===== config.mk =====
export PLATFORM = sky130hd
export DESIGN_NAME = rom_playback_seq
export DESIGN_NICKNAME = d
export VERILOG_FILES = /design/src/rtl/pb_pkg.sv /design/src/rtl/pb_rst_sync.sv /design/src/rtl/pb_tick_div.sv /design/src/rtl/pb_sound_map.sv /design/src/rtl/pb_seq.sv /design/src/rtl/rom_playback_seq.sv
export SDC_FILE = /design/constraint.sdc
export NUM_CORES = 1
export LEC_CHECK = 0
export CORE_ASPECT_RATIO = 0.5
export CORE_MARGIN = 4
export CORE_UTILIZATION = 30
export CTS_BUF_LIST = sky130_fd_sc_hd__clkbuf_4
export CTS_CLUSTER_SIZE = 40
export DETAILED_ROUTE_END_ITERATION = 7
export DONT_BUFFER_PORTS = 1
export PLACE_DENSITY = 0.42
export SLEW_MARGIN = 20
export SYNTH_ARGS = -nofsm -noshare
export SYNTH_HDL_FRONTEND = slang
export SYNTH_HIERARCHICAL = 1
export SYNTH_SLANG_ARGS = --single-unit
export TNS_END_PERCENT = 1

===== constraint.sdc =====
create_clock -name clk -period 2 [get_ports clk]
set_input_delay 0.3 -clock clk [delete_from_list [all_inputs] [get_ports clk]]
set_output_delay 0.3 -clock clk [all_outputs]
set_load 0.01 [all_outputs]

===== src/rtl/pb_pkg.sv =====
package pb_pkg;
  localparam int SEC_W    = 3;
  localparam int BYTE_W   = 8;
  localparam int SAMPLE_W = 2 * BYTE_W;
  localparam int CODE_W   = 3;

  typedef enum logic [2:0] {
    ST_IDLE,
    ST_WAIT,
    ST_LO,
    ST_HI,
    ST_EMIT
  } pb_state_e;

  typedef struct packed {
    logic             ok;
    logic             is_long;
    logic [SEC_W-1:0] sec;
  } pb_sound_t;
endpackage


===== src/rtl/pb_rst_sync.sv =====
module pb_rst_sync (
  input  logic clk,
  input  logic rst_n,
  output logic rst_sync_n
);
  logic [1:0] stage_q;

  always_ff @(posedge clk or negedge rst_n) begin
    if (!rst_n) stage_q <= 2'b00;
    else        stage_q <= {stage_q[0], 1'b1};
  end

  assign rst_sync_n = stage_q[1];
endmodule


===== src/rtl/pb_tick_div.sv =====
module pb_tick_div #(
  parameter int TICK_DIV = 3125
) (
  input  logic clk,
  input  logic rst_n,
  input  logic clr_i,
  input  logic en_i,
  output logic tick_o
);
  localparam int CW = (TICK_DIV > 1) ? $clog2(TICK_DIV) : 1;
  localparam logic [CW-1:0] LAST = CW'(TICK_DIV - 1);

  logic [CW-1:0] cnt_q, cnt_d;

  always_comb begin
    cnt_d = cnt_q;
    if (clr_i)      cnt_d = '0;
    else if (en_i)  cnt_d = (cnt_q == LAST) ? '0 : cnt_q + 1'b1;
  end

  always_ff @(posedge clk or negedge rst_n) begin
    if (!rst_n) cnt_q <= '0;
    else        cnt_q <= cnt_d;
  end

  assign tick_o = en_i && !clr_i && (cnt_q == LAST);
endmodule


===== src/rtl/pb_sound_map.sv =====
module pb_sound_map
  import pb_pkg::*;
#(
  parameter int NUM_SHORT = 4
) (
  input  logic [CODE_W-1:0] code_i,
  output pb_sound_t         snd_o
);
  localparam int NUM_LONG = ((1 << SEC_W) - NUM_SHORT) / 2;

  always_comb begin
    snd_o = '0;
    if (int'(code_i) < NUM_SHORT) begin
      snd_o.ok      = 1'b1;
      snd_o.is_long = 1'b0;
      snd_o.sec     = SEC_W'(code_i);
    end else if (int'(code_i) < NUM_SHORT + NUM_LONG) begin
      snd_o.ok      = 1'b1;
      snd_o.is_long = 1'b1;
      snd_o.sec     = SEC_W'(NUM_SHORT + 2 * (int'(code_i) - NUM_SHORT));
    end
  end
endmodule


===== src/rtl/pb_seq.sv =====
module pb_seq
  import pb_pkg::*;
#(
  parameter int IDX_W = 15
) (
  input  logic                 clk,
  input  logic                 rst_n,
  input  logic                 play_i,
  input  pb_sound_t            snd_i,
  input  logic                 tick_i,
  input  logic [BYTE_W-1:0]    rom_data_i,
  output logic [IDX_W+SEC_W:0] rom_addr_o,
  output logic [SAMPLE_W-1:0]  sample_o,
  output logic                 sample_vld_o,
  output logic                 busy_o,
  output logic                 start_o
);
  localparam int CNT_W  = IDX_W + 1;
  localparam int WORD_W = IDX_W + SEC_W;
  localparam logic [CNT_W-1:0] LAST_SHORT = CNT_W'((1 << IDX_W) - 1);
  localparam logic [CNT_W-1:0] LAST_LONG  = {CNT_W{1'b1}};

  pb_state_e           state_q, state_d;
  logic [CNT_W-1:0]    idx_q, idx_d;
  logic [SEC_W-1:0]    sec_q, sec_d;
  logic                long_q, long_d;
  logic [BYTE_W-1:0]   lo_q, lo_d;
  logic [SAMPLE_W-1:0] smp_q, smp_d;
  logic                last_idx;
  logic [WORD_W-1:0]   word_addr;

  assign start_o   = play_i && snd_i.ok && (state_q == ST_IDLE);
  assign last_idx  = (idx_q == (long_q ? LAST_LONG : LAST_SHORT));
  assign word_addr = {sec_q, {IDX_W{1'b0}}} + WORD_W'(idx_q);

  always_comb begin
    state_d = state_q;
    idx_d   = idx_q;
    sec_d   = sec_q;
    long_d  = long_q;
    lo_d    = lo_q;
    smp_d   = smp_q;
    unique case (state_q)
      ST_IDLE: if (start_o) begin
        state_d = ST_WAIT;
        sec_d   = snd_i.sec;
        long_d  = snd_i.is_long;
        idx_d   = '0;
      end
      ST_WAIT: if (tick_i) state_d = ST_LO;
      ST_LO: begin
        lo_d    = rom_data_i;
        state_d = ST_HI;
      end
      ST_HI: begin
        smp_d   = {rom_data_i, lo_q};
        state_d = ST_EMIT;
      end
      ST_EMIT: begin
        if (last_idx) begin
          state_d = ST_IDLE;
          idx_d   = '0;
        end else begin
          state_d = ST_WAIT;
          idx_d   = idx_q + 1'b1;
        end
      end
      default: state_d = ST_IDLE;
    endcase
  end

  always_ff @(posedge clk or negedge rst_n) begin
    if (!rst_n) begin
      state_q <= ST_IDLE;
      idx_q   <= '0;
      sec_q   <= '0;
      long_q  <= 1'b0;
      lo_q    <= '0;
      smp_q   <= '0;
    end else begin
      state_q <= state_d;
      idx_q   <= idx_d;
      sec_q   <= sec_d;
      long_q  <= long_d;
      lo_q    <= lo_d;
      smp_q   <= smp_d;
    end
  end

  assign rom_addr_o   = {word_addr, (state_q == ST_HI)};
  assign sample_o     = smp_q;
  assign sample_vld_o = (state_q == ST_EMIT);
  assign busy_o       = (state_q != ST_IDLE);
endmodule


===== src/rtl/rom_playback_seq.sv =====
module rom_playback_seq
  import pb_pkg::*;
#(
  parameter int TICK_DIV  = 3125,
  parameter int IDX_W     = 15,
  parameter int NUM_SHORT = 4
) (
  input  logic                 clk,
  input  logic                 rst_n,
  input  logic                 play_i,
  input  logic [2:0]           sound_i,
  output logic [IDX_W+3:0]     rom_addr_o,
  input  logic [7:0]           rom_data_i,
  output logic [15:0]          sample_o,
  output logic                 sample_vld_o,
  output logic                 busy_o
);
  logic      rst_sync_n;
  logic      tick;
  logic      start;
  pb_sound_t snd;

  pb_rst_sync u_rst (
    .clk        (clk),
    .rst_n      (rst_n),
    .rst_sync_n (rst_sync_n)
  );

  pb_sound_map #(.NUM_SHORT(NUM_SHORT)) u_map (
    .code_i (sound_i),
    .snd_o  (snd)
  );

  pb_tick_div #(.TICK_DIV(TICK_DIV)) u_div (
    .clk    (clk),
    .rst_n  (rst_sync_n),
    .clr_i  (start),
    .en_i   (busy_o),
    .tick_o (tick)
  );

  pb_seq #(.IDX_W(IDX_W)) u_seq (
    .clk          (clk),
    .rst_n        (rst_sync_n),
    .play_i       (play_i),
    .snd_i        (snd),
    .tick_i       (tick),
    .rom_data_i   (rom_data_i),
    .rom_addr_o   (rom_addr_o),
    .sample_o     (sample_o),
    .sample_vld_o (sample_vld_o),
    .busy_o       (busy_o),
    .start_o      (start)
  );
endmodule


==> metrics.csv, run 1 <==
stage,metric,value,unit
synth,"Seq/Total Area, Yosys",48.82,%
clock_tree,"Clk pin slew, worst setup/hold paths",0.12,ns
pwr,total power,2151,uW
detailed_routing,Via density,4.773,
synth,area fraction of the dominant cell type after synthesis,48.82,%
synth,Synth Cell Area,0.003127,mm^2
pwr,Power Dens Cells,608.5,mW/mm^2
placement,Port Buffers,0,
global_route,total congestion overflow,0,
critical_path,arrival time worst endpoint,1.57,ns
floorplan,IO Count,51,
clock_tree,Bufs on Longest Clock Path,2,
synth,"count leader, synth",nand2_1,
sta,final hold vios,0,
critical_path,"Max FO, Critical Path",17,
floorplan,Die Wd,152.4,um
detailed_routing,final WL,6.964,mm
synth,yosys warns,6,
critical_path,crit start category,flip-flop,
detailed_routing,1st-iter DRT viols,64,
critical_path,reg2reg setup slack,0.18,ns
sta,worst hold slack,0.09533,ns
synth,Post-synth top cells,"nand2_1, dfrtp_1, nand3_1, buf_4, mux2_2",
detailed_routing,TritonRoute pass-1 iters,4,
global_route,gr usage total,12.24,%
synth,count of cell types in the netlist,52,
floorplan,Starting Density,30.71,%
finish,Total Nets Final,353,
finish,share of layout cells above drive strength 1,21.83,%
sta,Worst Skew,0.01696,ns
critical_path,Critical path origin,u_seq/state_q[2]$_DFFE_PN0P_,
critical_path,worst-path cell chain,"buf_4, or2_2, clkinvlp_4",
run,MaxCap Viol Count,0,
global_route,first-pass GRT wire length,11.87,mm
global_route,initial antenna violation count,1,
sta,Final TNS setup,0,ns
sta,fin crit share,93.37,%
sta,setup violators final,0,
detailed_routing,Routed WL per cell,14.48,um
clock_tree,# clock sinks,61,
sta,post-layout min period,1.867,ns
synth,Synth Instances,315,
critical_path,CP peak stage delay,0.40,ns
critical_path,CP Buf/Inv Count,2,
synth,fraction of synthesis flops using an asynchronous set or reset pin,100.0,%
clock_tree,CTS tree,yes,
sta,"Slew Viols, Final",0,
pwr,P_leak,0.001615,uW
finish,fillers,1084,
sta,f_max,535.5,MHz
run_status,status,completed,
synth,syn avg cell area,9.926,um^2
clock_tree,H-tree levels,3,
clock_tree,CTS root buf,clkbuf_4,
critical_path,"Slowest-stage cell, CP",dfrtp_1,
detailed_routing,Routed Antenna Nets,0,
sta,unrepaired setup endpoints after global routing,false,
synth,post-synth top area cell,dfrtp_1,
detailed_routing,DR vias,2296,
critical_path,CP required,1.70,ns
detailed_routing,DRC Markers,0,
synth,"top cells by area, synth","dfrtp_1, nand2_1, mux2_2, buf_4, nand3_1",
global_route,largest net degree at the start of global routing,41,
synth,most used flip-flop cell after synthesis,dfrtp_1,
floorplan,Die H,80.19,um
synth,Post-synth EDFFs,0,
synth,register bit count reported by yosys,61,
synth,syn nets,334,
critical_path,critical path type,flip-flop to output pin,
floorplan,Row Count,26,
clock_tree,# Post-CTS Setup Buffers,0,
floorplan,DIE AREA,0.01222,mm^2
worst_hold_path,min-delay worst type,input pin to asynchronous set/reset pin,
finish,Layout Utilization,34.71,%
clock_tree,Clock Latency Late Sink,0.42,ns
clock_tree,total CTS buffers,9,
placement,post-DP HPWL,5.031,mm
placement,placer congestion estimate,0.7641,
finish,Layout area overhead,13.05,%
floorplan,Core ar.,0.01018,mm^2
pwr,maximum vdd drop,233.2,uV
critical_path,CP top delay family,buffers and inverters,
critical_path,reg2reg start,u_seq/state_q[1]$_DFFE_PN0P_,
critical_path,CP endpoint kind,output pin,
global_route,vias in the first global route,2365,
-- where the power goes --
group | internal, uW | switching [uW]
sequential | 1250 | 35.8
combinational | 33.0 | 38.2
clock | 269 | 521
-- timing repair --
action                                  in CTS  in global routing
endpoints found under the hold margin       18                  0
endpoints found under the setup margin       0                  4
hold buffers                                 9                  0
gates resized for setup                      0                  3
-- state kept, by name (all words and copies together), names as in the netlist --
name            flops
u_seq/idx_q        16
u_seq/sample_o     16
u_div/cnt_q        12
u_rst/stage_q       2
u_seq/state_q       3
u_seq/long_q        1
u_seq/sec_q         3
u_seq/lo_q          8
-- worst paths after layout --
kind	cells past startpoint	end
max in group asynchronous	1	u_seq/idx_q[4]$_DFFE_PN0P_
worst max-delay path	3	rom_addr_o[0]
worst max register to register	7	u_seq/idx_q[11]$_DFFE_PN0P_
worst min register to register	0	u_seq/sample_o[11]$_DFFE_PN0P_
worst min-delay path	1	u_rst/stage_q[1]$_DFF_PN0_
min in group clk	2	u_seq/sec_q[1]$_DFFE_PN0P_
-- stage by stage --
stage                     setup WS (ns)  area [um^2]  cells
after floorplan               0.0002109         3127    315
after global placement           0.1730         3304    454
after detailed placement        0.07423         3304    454
after CTS                       0.03846         3521    479
after global routing            0.01370         3535    481
final                            0.1325         3535    481
-- metal layers --
| layer | up-vias | GRT usage [%] | wire (um) |
|---|---|---|---|
| met5 | - | 0 | 0 |
| met2 | 48 | 20.49 | 3284 |
| met1 | 1125 | 14.37 | 3128 |
| li1 | 1116 | - | - |
| met4 | 0 | 3.498 | 82 |
| met3 | 7 | 5.544 | 469 |
-- cells in the final DEF, fill, tap and decap left out, drive strengths merged, types with 7 or more instances in the layout --
cell         count
clkbuf           9
dlygate4sd3      9
nand2           70
inv              9
nand4            7
buf             23
nand3           26
mux2            14
nor2            15
a21oi            9
dfrtp           61
o21ai           18
-- final cells by class --
class | count | area, um^2 | area share (%)
Inverter | 8 | 33.78 | 0.9558
Tap cell | 140 | 175.2 | 4.956
Clock inverter | 7 | 58.81 | 1.664
Timing Repair Buffer | 32 | 275.3 | 7.788
Multi-Input combinational cell | 222 | 1391 | 39.36
Antenna cell | 2 | 5.005 | 0.1416
Sequential cell | 61 | 1528 | 43.22
Clock buffer | 9 | 67.56 | 1.912
-- worst register-to-register path: stages (launching register included) --
cell and delay, ns:
dfrtp_1 0.46, or3_4 0.37, nor2_4 0.11, buf_4 0.18, nor2_2 0.04, buf_4 0.19
a21o_1 0.17, a22o_1 0.22
-- cell families (layout without fill, tap and decap cells) --
group	Yosys count	after routing	synth area share, %
flops	61	61	48.82
simple gates	147	147	24.57
mux	19	19	6.643
other cells	1	3	0.1199
xor+xnor	3	3	0.8405
buf+inv	32	56	6.843
fa+ha+maj	5	5	2.001
compound gates	47	47	10.16
(Power assumes the default switching activity.)
==> run 2, diff against run 1 <==
--- a/config.mk
+++ b/config.mk
@@ -6,12 +6,13 @@
 export NUM_CORES = 1
 export LEC_CHECK = 0
 export CORE_ASPECT_RATIO = 0.5
-export CORE_MARGIN = 4
+export CORE_MARGIN = 2
 export CORE_UTILIZATION = 30
-export CTS_BUF_LIST = sky130_fd_sc_hd__clkbuf_4
+export CTS_BUF_LIST = sky130_fd_sc_hd__clkbuf_8
 export CTS_CLUSTER_SIZE = 40
 export DETAILED_ROUTE_END_ITERATION = 7
 export DONT_BUFFER_PORTS = 1
+export GPL_TIMING_DRIVEN = 1
 export PLACE_DENSITY = 0.42
 export SLEW_MARGIN = 20
 export SYNTH_ARGS = -nofsm -noshare
==> run 2 against run 1 <==
Design area shrank 0.85%. Routed wire length fell by 5.0%. Hold slack got worse by 0.021 ns. Core utilization is 0.29 points lower. Critical path depth rose by 4. Worst setup slack improved by 0.028 ns. Global-route usage up 0.45 points. Sequential share of layout area up 0.37 points. Combinational power down 25%. Fmax rose by 1.5%. Die area fell by 7.5%. Critical path type is now flip-flop to flip-flop.
==> metrics.csv, run 2 (same netlist as run 1, synthesis figures left out) <==
stage,metric,value,unit
run_status,status,completed,
critical_path,Worst Setup EP,u_seq/state_q[0]$_DFFE_PN0P_,
finish,"commonest non-fill, non-tap cell in the layout",nand2_1,
global_route,largest net degree at the start of global routing,36,
pwr,total power,2421,uW
floorplan,Core ar.,0.01018,mm^2
finish,Layout area overhead,12.08,%
global_route,gr usage total,12.70,%
critical_path,"Slowest-stage cell, CP",dfrtp_1,
critical_path,R2R depth,7,
finish,fillers,1048,
critical_path,reg2reg setup slack,0.16,ns
detailed_routing,final WL,6.616,mm
finish,fin area,0.003505,mm^2
sta,final hold vios,0,
placement,DP Worst Slack,0.1646,ns
floorplan,Row Count,26,
global_route,total congestion overflow,0,
pwr,maximum vdd drop,280.1,uV
placement,post-DP HPWL,4.637,mm
floorplan,IO Count,51,
finish,most frequent cells in the layout,"nand2_1, dfrtp_1, nand3_1",
floorplan,Starting Density,30.71,%
critical_path,arrival time worst endpoint,2.10,ns
global_route,vias in the first global route,2282,
clock_tree,"Clk pin slew, worst setup/hold paths",0.07,ns
clock_tree,CTS tree,yes,
critical_path,Critical path origin,u_seq/state_q[0]$_DFFE_PN0P_,
clock_tree,H-tree levels,3,
finish,area occupied by multi-input gates,0.001386,mm^2
sta,f_max,543.8,MHz
critical_path,CP endpoint kind,flip-flop,
sta,"Slew Viols, Final",0,
finish,register area,0.001528,mm^2
detailed_routing,Routed Antenna Nets,0,
detailed_routing,1st-iter DRT viols,89,
detailed_routing,TritonRoute pass-1 iters,4,
floorplan,Die Wd,148.4,um
sta,PnR worst setup slack,0.1609,ns
sta,Final TNS setup,0,ns
sta,setup violators final,0,
detailed_routing,Via density,4.680,
critical_path,CP peak stage delay,0.45,ns
finish,share of layout cells above drive strength 1,20.36,%
placement,Port Buffers,0,
finish,Total Nets Final,343,
clock_tree,post-CTS sizing,0,
clock_tree,Clock Latency Late Sink,0.33,ns
critical_path,reg2reg start,u_seq/state_q[0]$_DFFE_PN0P_,
sta,post-layout min period,1.839,ns
floorplan,Die H,76.19,um
detailed_routing,DRC Markers,0,
placement,Area after DPL,0.003302,mm^2
sta,unrepaired setup endpoints after global routing,false,
pwr,Power Dens Cells,690.8,mW/mm^2
clock_tree,Bufs on Longest Clock Path,2,
worst_hold_path,min-delay worst type,input pin to flip-flop,
global_route,first-pass GRT wire length,11.42,mm
floorplan,DIE AREA,0.01130,mm^2
critical_path,worst-path cell chain,"or3_4, buf_4, nand2b_1, nor2_1, o21ai_0, a21bo_2, o21bai_1",
pwr,P_leak,0.001623,uW
global_route,initial antenna violation count,0,
critical_path,critical path type,flip-flop to flip-flop,
finish,n_diodes,0,
critical_path,crit start category,flip-flop,
sta,worst-margin pin slew,0.6731,ns
clock_tree,CTS root buf,clkbuf_8,
critical_path,CP required,2.26,ns
placement,placer congestion estimate,0.7396,
critical_path,"Max FO, Critical Path",8,
critical_path,RR Endpoint,u_seq/state_q[0]$_DFFE_PN0P_,
run,MaxCap Viol Count,0,
sta,Max-slew headroom,55.08,%
sta,fin crit share,91.95,%
detailed_routing,Routed WL per cell,14.11,um
detailed_routing,DR vias,2195,
clock_tree,total CTS buffers,9,
sta,Worst Skew,0.007369,ns
clock_tree,# clock sinks,61,
==> run 2: changes by cell type in the layout (fill, tap and decap cells not counted), sizes merged <==
cell         delta
diode           -2
clkbuf          +1
bufinv          +1
buf             -2
clkinvlp        -2
dlygate4sd3     -8
==> run 2: worst min path at each step <==
stage	to	slack, ns	cells after the start	startpoint
global route	u_seq/sample_o[9]$_DFFE_PN0P_	0.06	2	rom_data_i[1]
detailed placement	u_rst/stage_q[0]$_DFF_PN0_	0.004	0	rst_n
global placement	u_rst/stage_q[0]$_DFF_PN0_	0.004	0	rst_n
CTS	u_seq/sample_o[11]$_DFFE_PN0P_	0.04	2	rom_data_i[3]
floorplan	u_rst/stage_q[0]$_DFF_PN0_	0.004	0	rst_n
finish	u_seq/sample_o[11]$_DFFE_PN0P_	0.07	2	rom_data_i[3]
==> run 2: timing repair <==
action | 4_1_cts | 5_1_grt
hold endpoints to repair | 2 | 0
setup buffers | 0 | 0
setup endpoints to repair | 0 | 0
hold buffers | 1 | 0
==> run 2: through the flow <==
stage	hold WS, ns	utilization [%]	instances
detailed placement	0.004475	32.43	452
global route	0.06206	34.42	469
floorplan	0.004409	-	315
CTS	0.04448	34.42	469
global placement	0.004473	32.43	452
finish	0.07456	34.42	469
==> run 2: where the power goes <==
part,switching [uW],internal (uW),total (uW)
Sequential,36.2,1250,1290
Clock,481,596,1080
Combinational,30.9,22.4,53.2
==> run 2: critical path: cells and delay by family, from the launching register on <==
kind                   cells  cell delay (ns)
and+or+nand+nor            3             0.65
AOI/OAI and AO/OA          3             0.50
buffers and inverters      1             0.18
DFF                        1             0.45
==> run 2: metal layers <==
layer | GRT usage, % | up-vias | wire length (um)
met3 | 5.329 | 5 | 343
li1 | - | 1096 | -
met5 | 0 | - | 0
met1 | 15.81 | 1054 | 3137
met2 | 20.09 | 40 | 3082
met4 | 4.000 | 0 | 52
==> run 2: cell type report <==
| class | count | share of cell area [%] |
|---|---|---|
| clock buffer | 10 | 3.927 |
| inverter | 8 | 0.8568 |
| timing repair buffer | 22 | 5.498 |
| clock inverter | 6 | 1.571 |
| sequential | 61 | 43.59 |
| multi-input combinational | 222 | 39.56 |
| tap | 140 | 4.998 |
